File: src/rtl/sfe_pkg.sv
package sfe_pkg;
   localparam logic [7:0] OPC_ERASE_PAGE  = 8'h81;
   localparam logic [7:0] OPC_ERASE_BLOCK = 8'h50;
   localparam logic [7:0] OPC_READ_STATUS = 8'h05;
   localparam int unsigned FRAME_BITS = 32;
   localparam int unsigned ADDR_BITS  = 24;

   typedef enum logic [1:0] {
      CMD_NONE  = 2'd0,
      CMD_PAGE  = 2'd1,
      CMD_BLOCK = 2'd2
   } cmd_kind_e;
endpackage

File: src/rtl/sfe_sync.sv
module sfe_sync #(
   parameter int unsigned W = 3,
   parameter int unsigned STAGES = 2,
   parameter logic [W-1:0] RST_VAL = '0
) (
   input  logic         clk,
   input  logic         rst_n,
   input  logic [W-1:0] d,
   output logic [W-1:0] q
);
   initial begin
      assert (STAGES >= 2) else $error("sfe_sync: STAGES must be at least 2");
   end

   for (genvar b = 0; b < W; b++) begin : g_bit
      logic [STAGES-1:0] chain;
      always_ff @(posedge clk or negedge rst_n) begin
         if (!rst_n) chain <= {STAGES{RST_VAL[b]}};
         else        chain <= {chain[STAGES-2:0], d[b]};
      end
      assign q[b] = chain[STAGES-1];
   end
endmodule

File: src/rtl/sfe_spi_front.sv
module sfe_spi_front
   import sfe_pkg::*;
#(
   parameter int unsigned PAGE_W = 12,
   parameter int unsigned BLK_SHIFT = 3
) (
   input  logic              clk,
   input  logic              rst_n,
   input  logic              sck_s,
   input  logic              cs_n_s,
   input  logic              mosi_s,
   input  logic              page256,
   input  logic              busy,
   output logic              miso,
   output cmd_kind_e         cmd_kind,
   output logic [PAGE_W-1:0] cmd_page
);
   localparam int unsigned CNT_W = $clog2(FRAME_BITS + 1);
   localparam logic [CNT_W-1:0] FULL = CNT_W'(FRAME_BITS);

   logic                  sck_q, cs_q;
   logic                  sck_rise, sck_fall, cs_rise;
   logic [CNT_W-1:0]      bit_cnt;
   logic [FRAME_BITS-1:0] frame;
   logic                  stat_mode;
   logic [7:0]            stat_sh;
   logic [2:0]            stat_idx;
   logic [7:0]            stat_byte;
   logic [7:0]            opcode;
   logic [ADDR_BITS-1:0]  addr;
   logic [PAGE_W-1:0]     page_sel;
   logic [PAGE_W-1:0]     block_base;
   cmd_kind_e             kind_dec;

   assign sck_rise  = sck_s & ~sck_q;
   assign sck_fall  = ~sck_s & sck_q;
   assign cs_rise   = cs_n_s & ~cs_q;
   assign stat_byte = {busy, 6'b000000, page256};
   assign opcode    = frame[FRAME_BITS-1 -: 8];
   assign addr      = frame[ADDR_BITS-1:0];

   always_comb begin
      if (page256) page_sel = addr[PAGE_W+7:8];
      else         page_sel = addr[PAGE_W+8:9];
   end

   assign block_base = {page_sel[PAGE_W-1:BLK_SHIFT], {BLK_SHIFT{1'b0}}};

   always_comb begin
      case (opcode)
         OPC_ERASE_PAGE:  kind_dec = CMD_PAGE;
         OPC_ERASE_BLOCK: kind_dec = CMD_BLOCK;
         default:         kind_dec = CMD_NONE;
      endcase
   end

   always_ff @(posedge clk or negedge rst_n) begin
      if (!rst_n) begin
         sck_q     <= 1'b0;
         cs_q      <= 1'b1;
         bit_cnt   <= '0;
         frame     <= '0;
         stat_mode <= 1'b0;
         stat_sh   <= '0;
         stat_idx  <= '0;
         miso      <= 1'b0;
         cmd_kind  <= CMD_NONE;
         cmd_page  <= '0;
      end else begin
         sck_q    <= sck_s;
         cs_q     <= cs_n_s;
         cmd_kind <= CMD_NONE;
         if (cs_n_s) begin
            bit_cnt   <= '0;
            stat_mode <= 1'b0;
            stat_idx  <= '0;
            miso      <= 1'b0;
         end else begin
            if (sck_rise && bit_cnt != FULL) begin
               frame   <= {frame[FRAME_BITS-2:0], mosi_s};
               bit_cnt <= bit_cnt + 1'b1;
               if (bit_cnt == CNT_W'(7) && {frame[6:0], mosi_s} == OPC_READ_STATUS)
                  stat_mode <= 1'b1;
            end
            if (sck_fall && stat_mode) begin
               stat_idx <= stat_idx + 1'b1;
               if (stat_idx == 3'd0) begin
                  miso    <= stat_byte[7];
                  stat_sh <= {stat_byte[6:0], 1'b0};
               end else begin
                  miso    <= stat_sh[7];
                  stat_sh <= {stat_sh[6:0], 1'b0};
               end
            end
         end
         if (cs_rise && bit_cnt == FULL) begin
            cmd_kind <= kind_dec;
            cmd_page <= (kind_dec == CMD_BLOCK) ? block_base : page_sel;
         end
      end
   end
endmodule

File: src/rtl/sfe_erase_seq.sv
module sfe_erase_seq
   import sfe_pkg::*;
#(
   parameter int unsigned PAGE_W = 12,
   parameter int unsigned BLK_SHIFT = 3,
   parameter int unsigned PAGE_CYC = 20000,
   parameter int unsigned BLOCK_CYC = 90000
) (
   input  logic                 clk,
   input  logic                 rst_n,
   input  cmd_kind_e            cmd_kind,
   input  logic [PAGE_W-1:0]    cmd_page,
   output logic                 busy,
   output logic                 start,
   output logic [PAGE_W-1:0]    first,
   output logic [BLK_SHIFT:0]   count
);
   localparam int unsigned TMR_W = $clog2(BLOCK_CYC + 1);
   localparam logic [TMR_W-1:0] PAGE_LOAD  = TMR_W'(PAGE_CYC - 1);
   localparam logic [TMR_W-1:0] BLOCK_LOAD = TMR_W'(BLOCK_CYC - 1);
   localparam logic [BLK_SHIFT:0] BLK_PAGES = (BLK_SHIFT+1)'(1 << BLK_SHIFT);

   logic [TMR_W-1:0] timer;

   always_ff @(posedge clk or negedge rst_n) begin
      if (!rst_n) begin
         busy  <= 1'b0;
         start <= 1'b0;
         first <= '0;
         count <= '0;
         timer <= '0;
      end else begin
         start <= 1'b0;
         if (busy) begin
            if (timer == '0) busy  <= 1'b0;
            else             timer <= timer - 1'b1;
         end else if (cmd_kind != CMD_NONE) begin
            start <= 1'b1;
            busy  <= 1'b1;
            first <= cmd_page;
            if (cmd_kind == CMD_BLOCK) begin
               count <= BLK_PAGES;
               timer <= BLOCK_LOAD;
            end else begin
               count <= (BLK_SHIFT+1)'(1);
               timer <= PAGE_LOAD;
            end
         end
      end
   end
endmodule

File: src/rtl/sfe_array_model.sv
module sfe_array_model #(
   parameter int unsigned PAGE_W = 12,
   parameter int unsigned BLK_SHIFT = 3,
   parameter int unsigned TRACK_PAGES = 64
) (
   input  logic               clk,
   input  logic               rst_n,
   input  logic               start,
   input  logic [PAGE_W-1:0]  first,
   input  logic [BLK_SHIFT:0] count,
   input  logic [PAGE_W-1:0]  probe_page,
   output logic [7:0]         probe_data
);
   localparam int unsigned TRK_W = $clog2(TRACK_PAGES);

   initial begin
      assert (TRACK_PAGES == (1 << TRK_W) && TRK_W <= PAGE_W && TRK_W > 0)
         else $error("sfe_array_model: TRACK_PAGES must be a power of two within the page space");
   end

   logic [TRACK_PAGES-1:0] erased;
   logic [PAGE_W:0]        span_lo, span_hi;

   assign span_lo = {1'b0, first};
   assign span_hi = {1'b0, first} + (PAGE_W+1)'(count);

   for (genvar g = 0; g < TRACK_PAGES; g++) begin : g_page
      localparam logic [PAGE_W:0] IDX = (PAGE_W+1)'(g);
      always_ff @(posedge clk or negedge rst_n) begin
         if (!rst_n)                                           erased[g] <= 1'b0;
         else if (start && IDX >= span_lo && IDX < span_hi)     erased[g] <= 1'b1;
      end
   end

   always_comb begin
      if ((probe_page >> TRK_W) == '0 && erased[probe_page[TRK_W-1:0]])
         probe_data = 8'hFF;
      else
         probe_data = 8'h00;
   end
endmodule

File: src/rtl/sflash_erase_ctl.sv
module sflash_erase_ctl
   import sfe_pkg::*;
#(
   parameter int unsigned PAGE_W = 12,
   parameter int unsigned BLK_SHIFT = 3,
   parameter int unsigned PAGE_CYC = 20000,
   parameter int unsigned BLOCK_CYC = 90000,
   parameter int unsigned SYNC_STAGES = 2,
   parameter int unsigned TRACK_PAGES = 64
) (
   input  logic               clk,
   input  logic               rst_n,
   input  logic               spi_sck,
   input  logic               spi_cs_n,
   input  logic               spi_mosi,
   output logic               spi_miso,
   input  logic               page256_mode,
   output logic               erase_busy,
   output logic               arr_erase_start,
   output logic [PAGE_W-1:0]  arr_first_page,
   output logic [BLK_SHIFT:0] arr_page_count,
   input  logic [PAGE_W-1:0]  probe_page,
   output logic [7:0]         probe_data
);
   initial begin
      assert (PAGE_W + 9 <= ADDR_BITS) else $error("sflash_erase_ctl: PAGE_W too wide for address field");
      assert (BLK_SHIFT > 0 && BLK_SHIFT < PAGE_W) else $error("sflash_erase_ctl: bad BLK_SHIFT");
      assert (PAGE_CYC > 0 && BLOCK_CYC > PAGE_CYC) else $error("sflash_erase_ctl: block erase must outlast page erase");
   end

   logic [2:0]        sync_q;
   cmd_kind_e         cmd_kind;
   logic [PAGE_W-1:0] cmd_page;

   sfe_sync #(
      .W(3), .STAGES(SYNC_STAGES), .RST_VAL(3'b010)
   ) u_sync (
      .clk(clk), .rst_n(rst_n),
      .d({spi_mosi, spi_cs_n, spi_sck}),
      .q(sync_q)
   );

   sfe_spi_front #(
      .PAGE_W(PAGE_W), .BLK_SHIFT(BLK_SHIFT)
   ) u_front (
      .clk(clk), .rst_n(rst_n),
      .sck_s(sync_q[0]), .cs_n_s(sync_q[1]), .mosi_s(sync_q[2]),
      .page256(page256_mode), .busy(erase_busy),
      .miso(spi_miso), .cmd_kind(cmd_kind), .cmd_page(cmd_page)
   );

   sfe_erase_seq #(
      .PAGE_W(PAGE_W), .BLK_SHIFT(BLK_SHIFT),
      .PAGE_CYC(PAGE_CYC), .BLOCK_CYC(BLOCK_CYC)
   ) u_seq (
      .clk(clk), .rst_n(rst_n),
      .cmd_kind(cmd_kind), .cmd_page(cmd_page),
      .busy(erase_busy), .start(arr_erase_start),
      .first(arr_first_page), .count(arr_page_count)
   );

   sfe_array_model #(
      .PAGE_W(PAGE_W), .BLK_SHIFT(BLK_SHIFT), .TRACK_PAGES(TRACK_PAGES)
   ) u_array (
      .clk(clk), .rst_n(rst_n),
      .start(arr_erase_start), .first(arr_first_page), .count(arr_page_count),
      .probe_page(probe_page), .probe_data(probe_data)
   );
endmodule

File: config.mk
export PLATFORM = sky130hd
export DESIGN_NAME = sflash_erase_ctl
export DESIGN_NICKNAME = d
export VERILOG_FILES = /design/src/rtl/sfe_pkg.sv /design/src/rtl/sfe_sync.sv /design/src/rtl/sfe_spi_front.sv /design/src/rtl/sfe_erase_seq.sv /design/src/rtl/sfe_array_model.sv /design/src/rtl/sflash_erase_ctl.sv
export SDC_FILE = /design/constraint.sdc
export NUM_CORES = 1
export LEC_CHECK = 0
export BUFFER_PORTS_ARGS = -buffer_cell sky130_fd_sc_hd__buf_2
export CAP_MARGIN = 20
export CORE_MARGIN = 3
export CORE_UTILIZATION = 45
export CTS_CLUSTER_SIZE = 30
export DETAILED_ROUTE_END_ITERATION = 16
export HOLD_SLACK_MARGIN = 0.03
export PLACE_DENSITY_LB_ADDON = 0.1
export SLEW_MARGIN = 20
export SYNTH_ARGS = -nofsm -noshare
export SYNTH_HDL_FRONTEND = slang
export SYNTH_HIERARCHICAL = 1
export SYNTH_SLANG_ARGS = --single-unit
File: constraint.sdc
create_clock -name clk -period 4.46 [get_ports clk]
set_input_delay 0.223 -clock clk [delete_from_list [all_inputs] [get_ports clk]]
set_output_delay 0.223 -clock clk [all_outputs]
set_load 0.01 [all_outputs]
# After elaboration in Yosys (flattened, before gate mapping)
# Cells that the tools add are included.
# totals
reg_bits	172
input_bits	18
out_inout_bits	27
elab_cells	405
# op_classes
addsub	4
n_lt_le_gt_ge	129
eq_ne	9
n_mux	27
bitwise	8
n_reduce_logical	146
# op_table
op	n
$lt A6 B13 Y1 const A	32
$ge A6 B12 Y1 const A	32
$lt A5 B13 Y1 const A	16
$ge A5 B12 Y1 const A	16
$logic_and A1 B1 Y1	133
$lt A4 B13 Y1 const A	8
$ge A4 B12 Y1 const A	8
$mux W17	4
$lt A3 B13 Y1 const A	4
$ge A3 B12 Y1 const A	4
$lt A1 B13 Y1 const A	2
$lt A2 B13 Y1 const A	2
$ge A1 B12 Y1 const A	2
$ge A2 B12 Y1 const A	2
$logic_not A17 Y1	1
$sub A17 B1 Y17 const B	1
$mux W8	2
$add A12 B4 Y13	1
$logic_not A12 Y1	1
$mux W12	1
$mux W6	2
$mux W1	11
$reduce_and A2 Y1	5
$reduce_bool A2 Y1	5
other kinds (19)	28

# Depth between registers and ports, before layout
# depth
depth_word	5
ltp_mapped	9
ltp_nobuf	7

# By module
# The synthesis kept the hierarchy.
# by_module_without_submodules
mod	instances	cells_each	area_each_um2
sfe_array_model	1	502	4360.4
sfe_spi_front	1	222	3025.4
sfe_erase_seq	1	174	1634.1
sfe_sync	1	9	175.2

# Worst setup path before layout
# OpenSTA, ideal clock, no wires.
# synth_path
path_type	register -> register
start	register u_seq.first[0]
end	register u_array.erased[0]
t_arrival_ns	2.613
slack_ns	1.693
path_stages_with_launch	9
path_buffers	1
synth_period_minus_slack_ns	2.767
path_cell_list	dfrtp_1 ha_1 fa_1 a211oi_1 o21a_1 nor2_1 buf_2 nor3_1 a31oi_1
# synth_between
elab_chain_len	3
word_cells_on_any_way	5
classes_between	1 x add/sub; 2 x order compare; 2 x reduce/logical
# synth_rtl
element	line_no	source
from (decl)	sfe_erase_seq.sv:15	output logic [PAGE_W-1:0] first,
from (signal assigned)	sfe_erase_seq.sv:40	first <= cmd_page;
$add A12 B4 Y13 or $ge A1 B12 Y1 (tied branches)	sfe_array_model.sv:25, sfe_array_model.sv:31	
$lt A1 B13 Y1 or $logic_and A1 B1 Y1 (tied branches)	sfe_array_model.sv:31	else if (start && IDX >= span_lo && IDX < span_hi) erased[g] <= 1'b1;
$logic_and A1 B1 Y1 *	sfe_array_model.sv:31	
to (signal, indexed assignment)	sfe_array_model.sv:30	if (!rst_n) erased[g] <= 1'b0;
to (signal, indexed assignment)	sfe_array_model.sv:31	
to (decl)	sfe_array_model.sv:21	logic [TRACK_PAGES-1:0] erased;
# Every way passes the cells marked *; elsewhere a longest branch is shown, timed or not.
# A chain may end at the register's enable or synchronous reset.

# Worst setup path in the final report
# layout_path
start	register u_seq.first[0]
end	register u_array.erased[6]
# layout_between
elab_chain_len	3
word_cells_on_any_way	5
classes_between	1 x add/sub; 2 x order compare; 2 x reduce/logical
# layout_rtl
element	line_no
$add A12 B4 Y13 or $ge A3 B12 Y1 (tied branches)	sfe_array_model.sv:25, sfe_array_model.sv:31
$lt A3 B13 Y1 or $logic_and A1 B1 Y1 (tied branches)	sfe_array_model.sv:31
$logic_and A1 B1 Y1 *	sfe_array_model.sv:31
# Marks and branches as above.

==> summary.md <==
| Metric | Value |
|---|---|
| Synth area leader | dfrtp_1 |
| Rows | 51 |
| Mapped Avg Cell Area | 10.14 um^2 |
| Die X | 148.9 um |
| Busiest grt layer | met2 |
| Grt met1 use | 30.86% |
| Post-place setup slack | 1.236 ns |
| CP max stage delay | 0.75 ns |
| Sw frac | 26.55% |
| Top-area cell type share of the netlist area | 45.18% |
| Drt total wl | 23950 um |
| Reg clk slew, reported paths | 0.08 ns |
| Routed WL per cell | 20.01 um |
| Final core occ | 51.47% |
| WS Path Type | reg -> reg |
| Final Worst Setup Slack | 1.135 ns |
| Worst-Skew Late Latency | 0.44 ns |
| RSZ-0062 raised after global routing | no |
| Fin nets | 947 |
| Total CTS buffers | 17 |
| Fillcell total | 1766 |
| Starting Density | 46.48% |
| Post-layout min period | 3.325 ns |
| Slew Limit Fails | 0 |
| Worst Hold Class | in -> reg |
| Post-route DRC | 0 |
| Slew of the pin with the lowest slew margin | 0.9936 ns |
| Clk sink count | 169 |
| Gpl congestion | 0.8654 |
| ANT nets after route | 0 |
| Synth warnings | 6 |
| Number of synthesized flops with an enable pin | 0 |
| Final Hold Fails | 0 |
| Share of cells above drive strength 1 | 19.10% |
| Antenna cells | 0 |
| Via count | 7265 |
| Tot Pwr | 3300 uW |
| Clock power frac | 46.1% |
| First-pass GRT wire length | 39120 um |
| Finish-stage setup viols | 0 |
| Seq/Total Area, Yosys | 46.03% |
| Synth unique cells | 80 |
| Area contributors post-synth | dfrtp_1, mux2_4, a21oi_1 |
| Cell Pwr Density | 324.0 nW/um^2 |
| Drt pass-1 iters | 8 |
| Vias per cell | 6.069 |
| WP data arrival | 3.59 ns |
| Vert. Die Dim | 148.9 um |
| Max Cap Viol | 0 |
| Slew Limit Headroom | 33.76% |
| Met2 Use GR | 34.85% |
| Worst r2r src | u_seq/first[0] |
| Hold-fix buffer count after cts | 4 |
| Setup bufs post-CTS | 0 |
| Antenna violations before repair | 0 |
| Critical path required time | 4.73 ns |
| Maximum achievable frequency | 300.7 MHz |
| Pleak | 0.004630 uW |
| Final HPWL DP | 15690 um |
| CTS tree | done |
| Top FF cell, synth | dfrtp_1 |
| Status | completed |
| H-tree depth | 4 |
| Critical Path Source | u_seq/first[0] |
| Critical-path cell list | ha_1, fa_1, a211oi_1, o21a_1, nor2_1, buf_4, nor3_1, a31oi_1 |
| GR Layer Usage met3 | 4.801% |
| VDD IR max | 0.0002563 V |
| Startpoint types | register |
| Comb power frac | 5.2% |
| CTS max path bufs | 2 |
| Mapped Area | 9195 um^2 |
| Post_cts resized | 0 |
| # IOs | 45 |
| CTS root buffer | clkbuf_16 |
| Setup_tns | 0 ns |
| DRT iter0 DRCs | 557 |
| Number of global-route vias before repair | 7316 |
| PortBufs | 42 |
| Core ar. | 19780 um^2 |
| Crit path max fanout | 32 |
| P&R area growth vs syn | 10.74% |
| Seq cells post-synth | 169 |
| Die area | 22180 um^2 |
| Hold path start | page256_mode |
| GRT Util Overall | 22.12% |
| Mapped Cells | 907 |
| Reg power frac | 48.7% |
| Pint | 2423 uW |
| Fin crit share | 74.56% |
| Total congestion overflow | 0 |
| Largest net degree at the start of global routing | 117 |
| Sw power | 876.1 uW |
| Async set or reset register ratio after synthesis | 100.0% |
| Skew final | 0.01048 ns |
| Critical Path Sink Type | register |
| CP max-delay cell | nor3_1 |
layout by cell type (no fill, tap or decap), drive strengths merged, types with 18 or more instances in the layout:
master    n
nand2    96
nor2     60
o21ai    48
dfrtp   166
mux2i    25
clkbuf   18
a41oi    19
buf      59
mux2     55
a21oi    80
inv      48
final cells by class:
cell class,instances,area [um^2],share of cell area (%)
multi-input cells,626,4452,43.72
flip-flops and latches,169,4233,41.57
clock buffers,17,425.4,4.178
repair buffers,64,394.1,3.871
well taps,265,331.6,3.256
clock inverters,15,192.7,1.892
inverters,41,153.9,1.511
logic make-up (layout without fill, tap and decap cells):
| family | after synthesis | after routing | share of synthesized area, % |
|---|---|---|---|
| other | 1 | 2 | 0.04078 |
| adders and majority gates | 10 | 10 | 1.442 |
| AOI/OAI and AO/OA | 243 | 243 | 17.24 |
| and+or+nand+nor | 269 | 269 | 14.87 |
| muxes | 93 | 93 | 13.83 |
| xor gates and xnor gates | 9 | 9 | 0.8572 |
| buffers and inverters | 113 | 137 | 5.688 |
| DFF | 169 | 169 | 46.03 |
worst max-delay path: cells and delay by family, from the launching register on:
family / cells / cell delay, ns
and+or+nand+nor: 2 / 0.80
buffers and inverters: 1 / 0.26
DFF: 1 / 0.46
AOI/OAI and AO/OA: 3 / 0.90
adders and majority gates: 2 / 0.72
metal layers:
metal  share of wire [%]  wire [um]  vias up
li1                    -          -     3311
met2                  48      11390      235
met3                 5.8       1396       26
met4                 1.5        355        0
met5                   0          0        -
met1                  45      10810     3693
stage by stage:
stage / hold WS [ns] / instance area (um^2) / cells
CTS: 0.1777 / 10180 / 1197
finish: 0.2025 / 10180 / 1197
global route: 0.2059 / 10180 / 1197
detailed placement: 0.3292 / 9522 / 1161
floorplan: -0.07259 / 9199 / 908
global placement: 0.3281 / 9522 / 1161
power by group through the flow:
stage	Sequential, uW	Clock [uW]	Combinational (uW)
after CTS	1610	1560	174
final	1610	1520	170
after detailed placement	1640	0	171
after floorplan	1620	0	116
after global placement	1630	0	165
after global routing	1610	1630	188
cell usage after synthesis, drive strengths merged, types with 3 or more instances:
cell and instances:
nand4 10, or2 4, xor2 5, or3 12
inv 40, a21o 4, mux2 55, o211ai 9
mux4 13, o41ai 4, nor4b 3, o21bai 4
a211o 3, nand3 15, nand3b 6, nor2 60
o21a 4, a31oi 11, a211oi 14, dfrtp 166
nor4 6, clkbuf 35, xnor2 4, a41oi 19
nand2 96, o31ai 11, nor3 17, buf 37
a41o 7, dfstp 3, and2 6, or4 6
a21boi 5, nand2b 10, o2111ai 6, nor2b 4
o21ai 48, ha 9, mux2i 25, a21oi 80
registers in the layout, summed over array words and instances (netlist names), 2 cells and up:
signal	count
u_front/stat_idx	3
u_front/frame	32
u_front/bit_cnt	6
u_front/cmd_page	12
u_array/erased	64
u_seq/count	2
u_seq/first	12
u_sync/g_bit.chain	6
u_front/cmd_kind	2
u_front/stat_sh	7
u_seq/timer	17
final timing paths:
check,cells past startpoint,to,slack (ns)
worst max-delay path,8,u_array/erased[6],1.13
worst min-delay path,3,u_front/stat_sh[1],0.20
worst max register to register,8,u_array/erased[6],1.13
worst min register to register,0,u_sync/g_bit[2].chain[1],0.36
max in group asynchronous,3,u_array/erased[1],3.01
min in group asynchronous,2,u_front/frame[4],0.46
No activity file was read; power rests on OpenSTA's default activity.
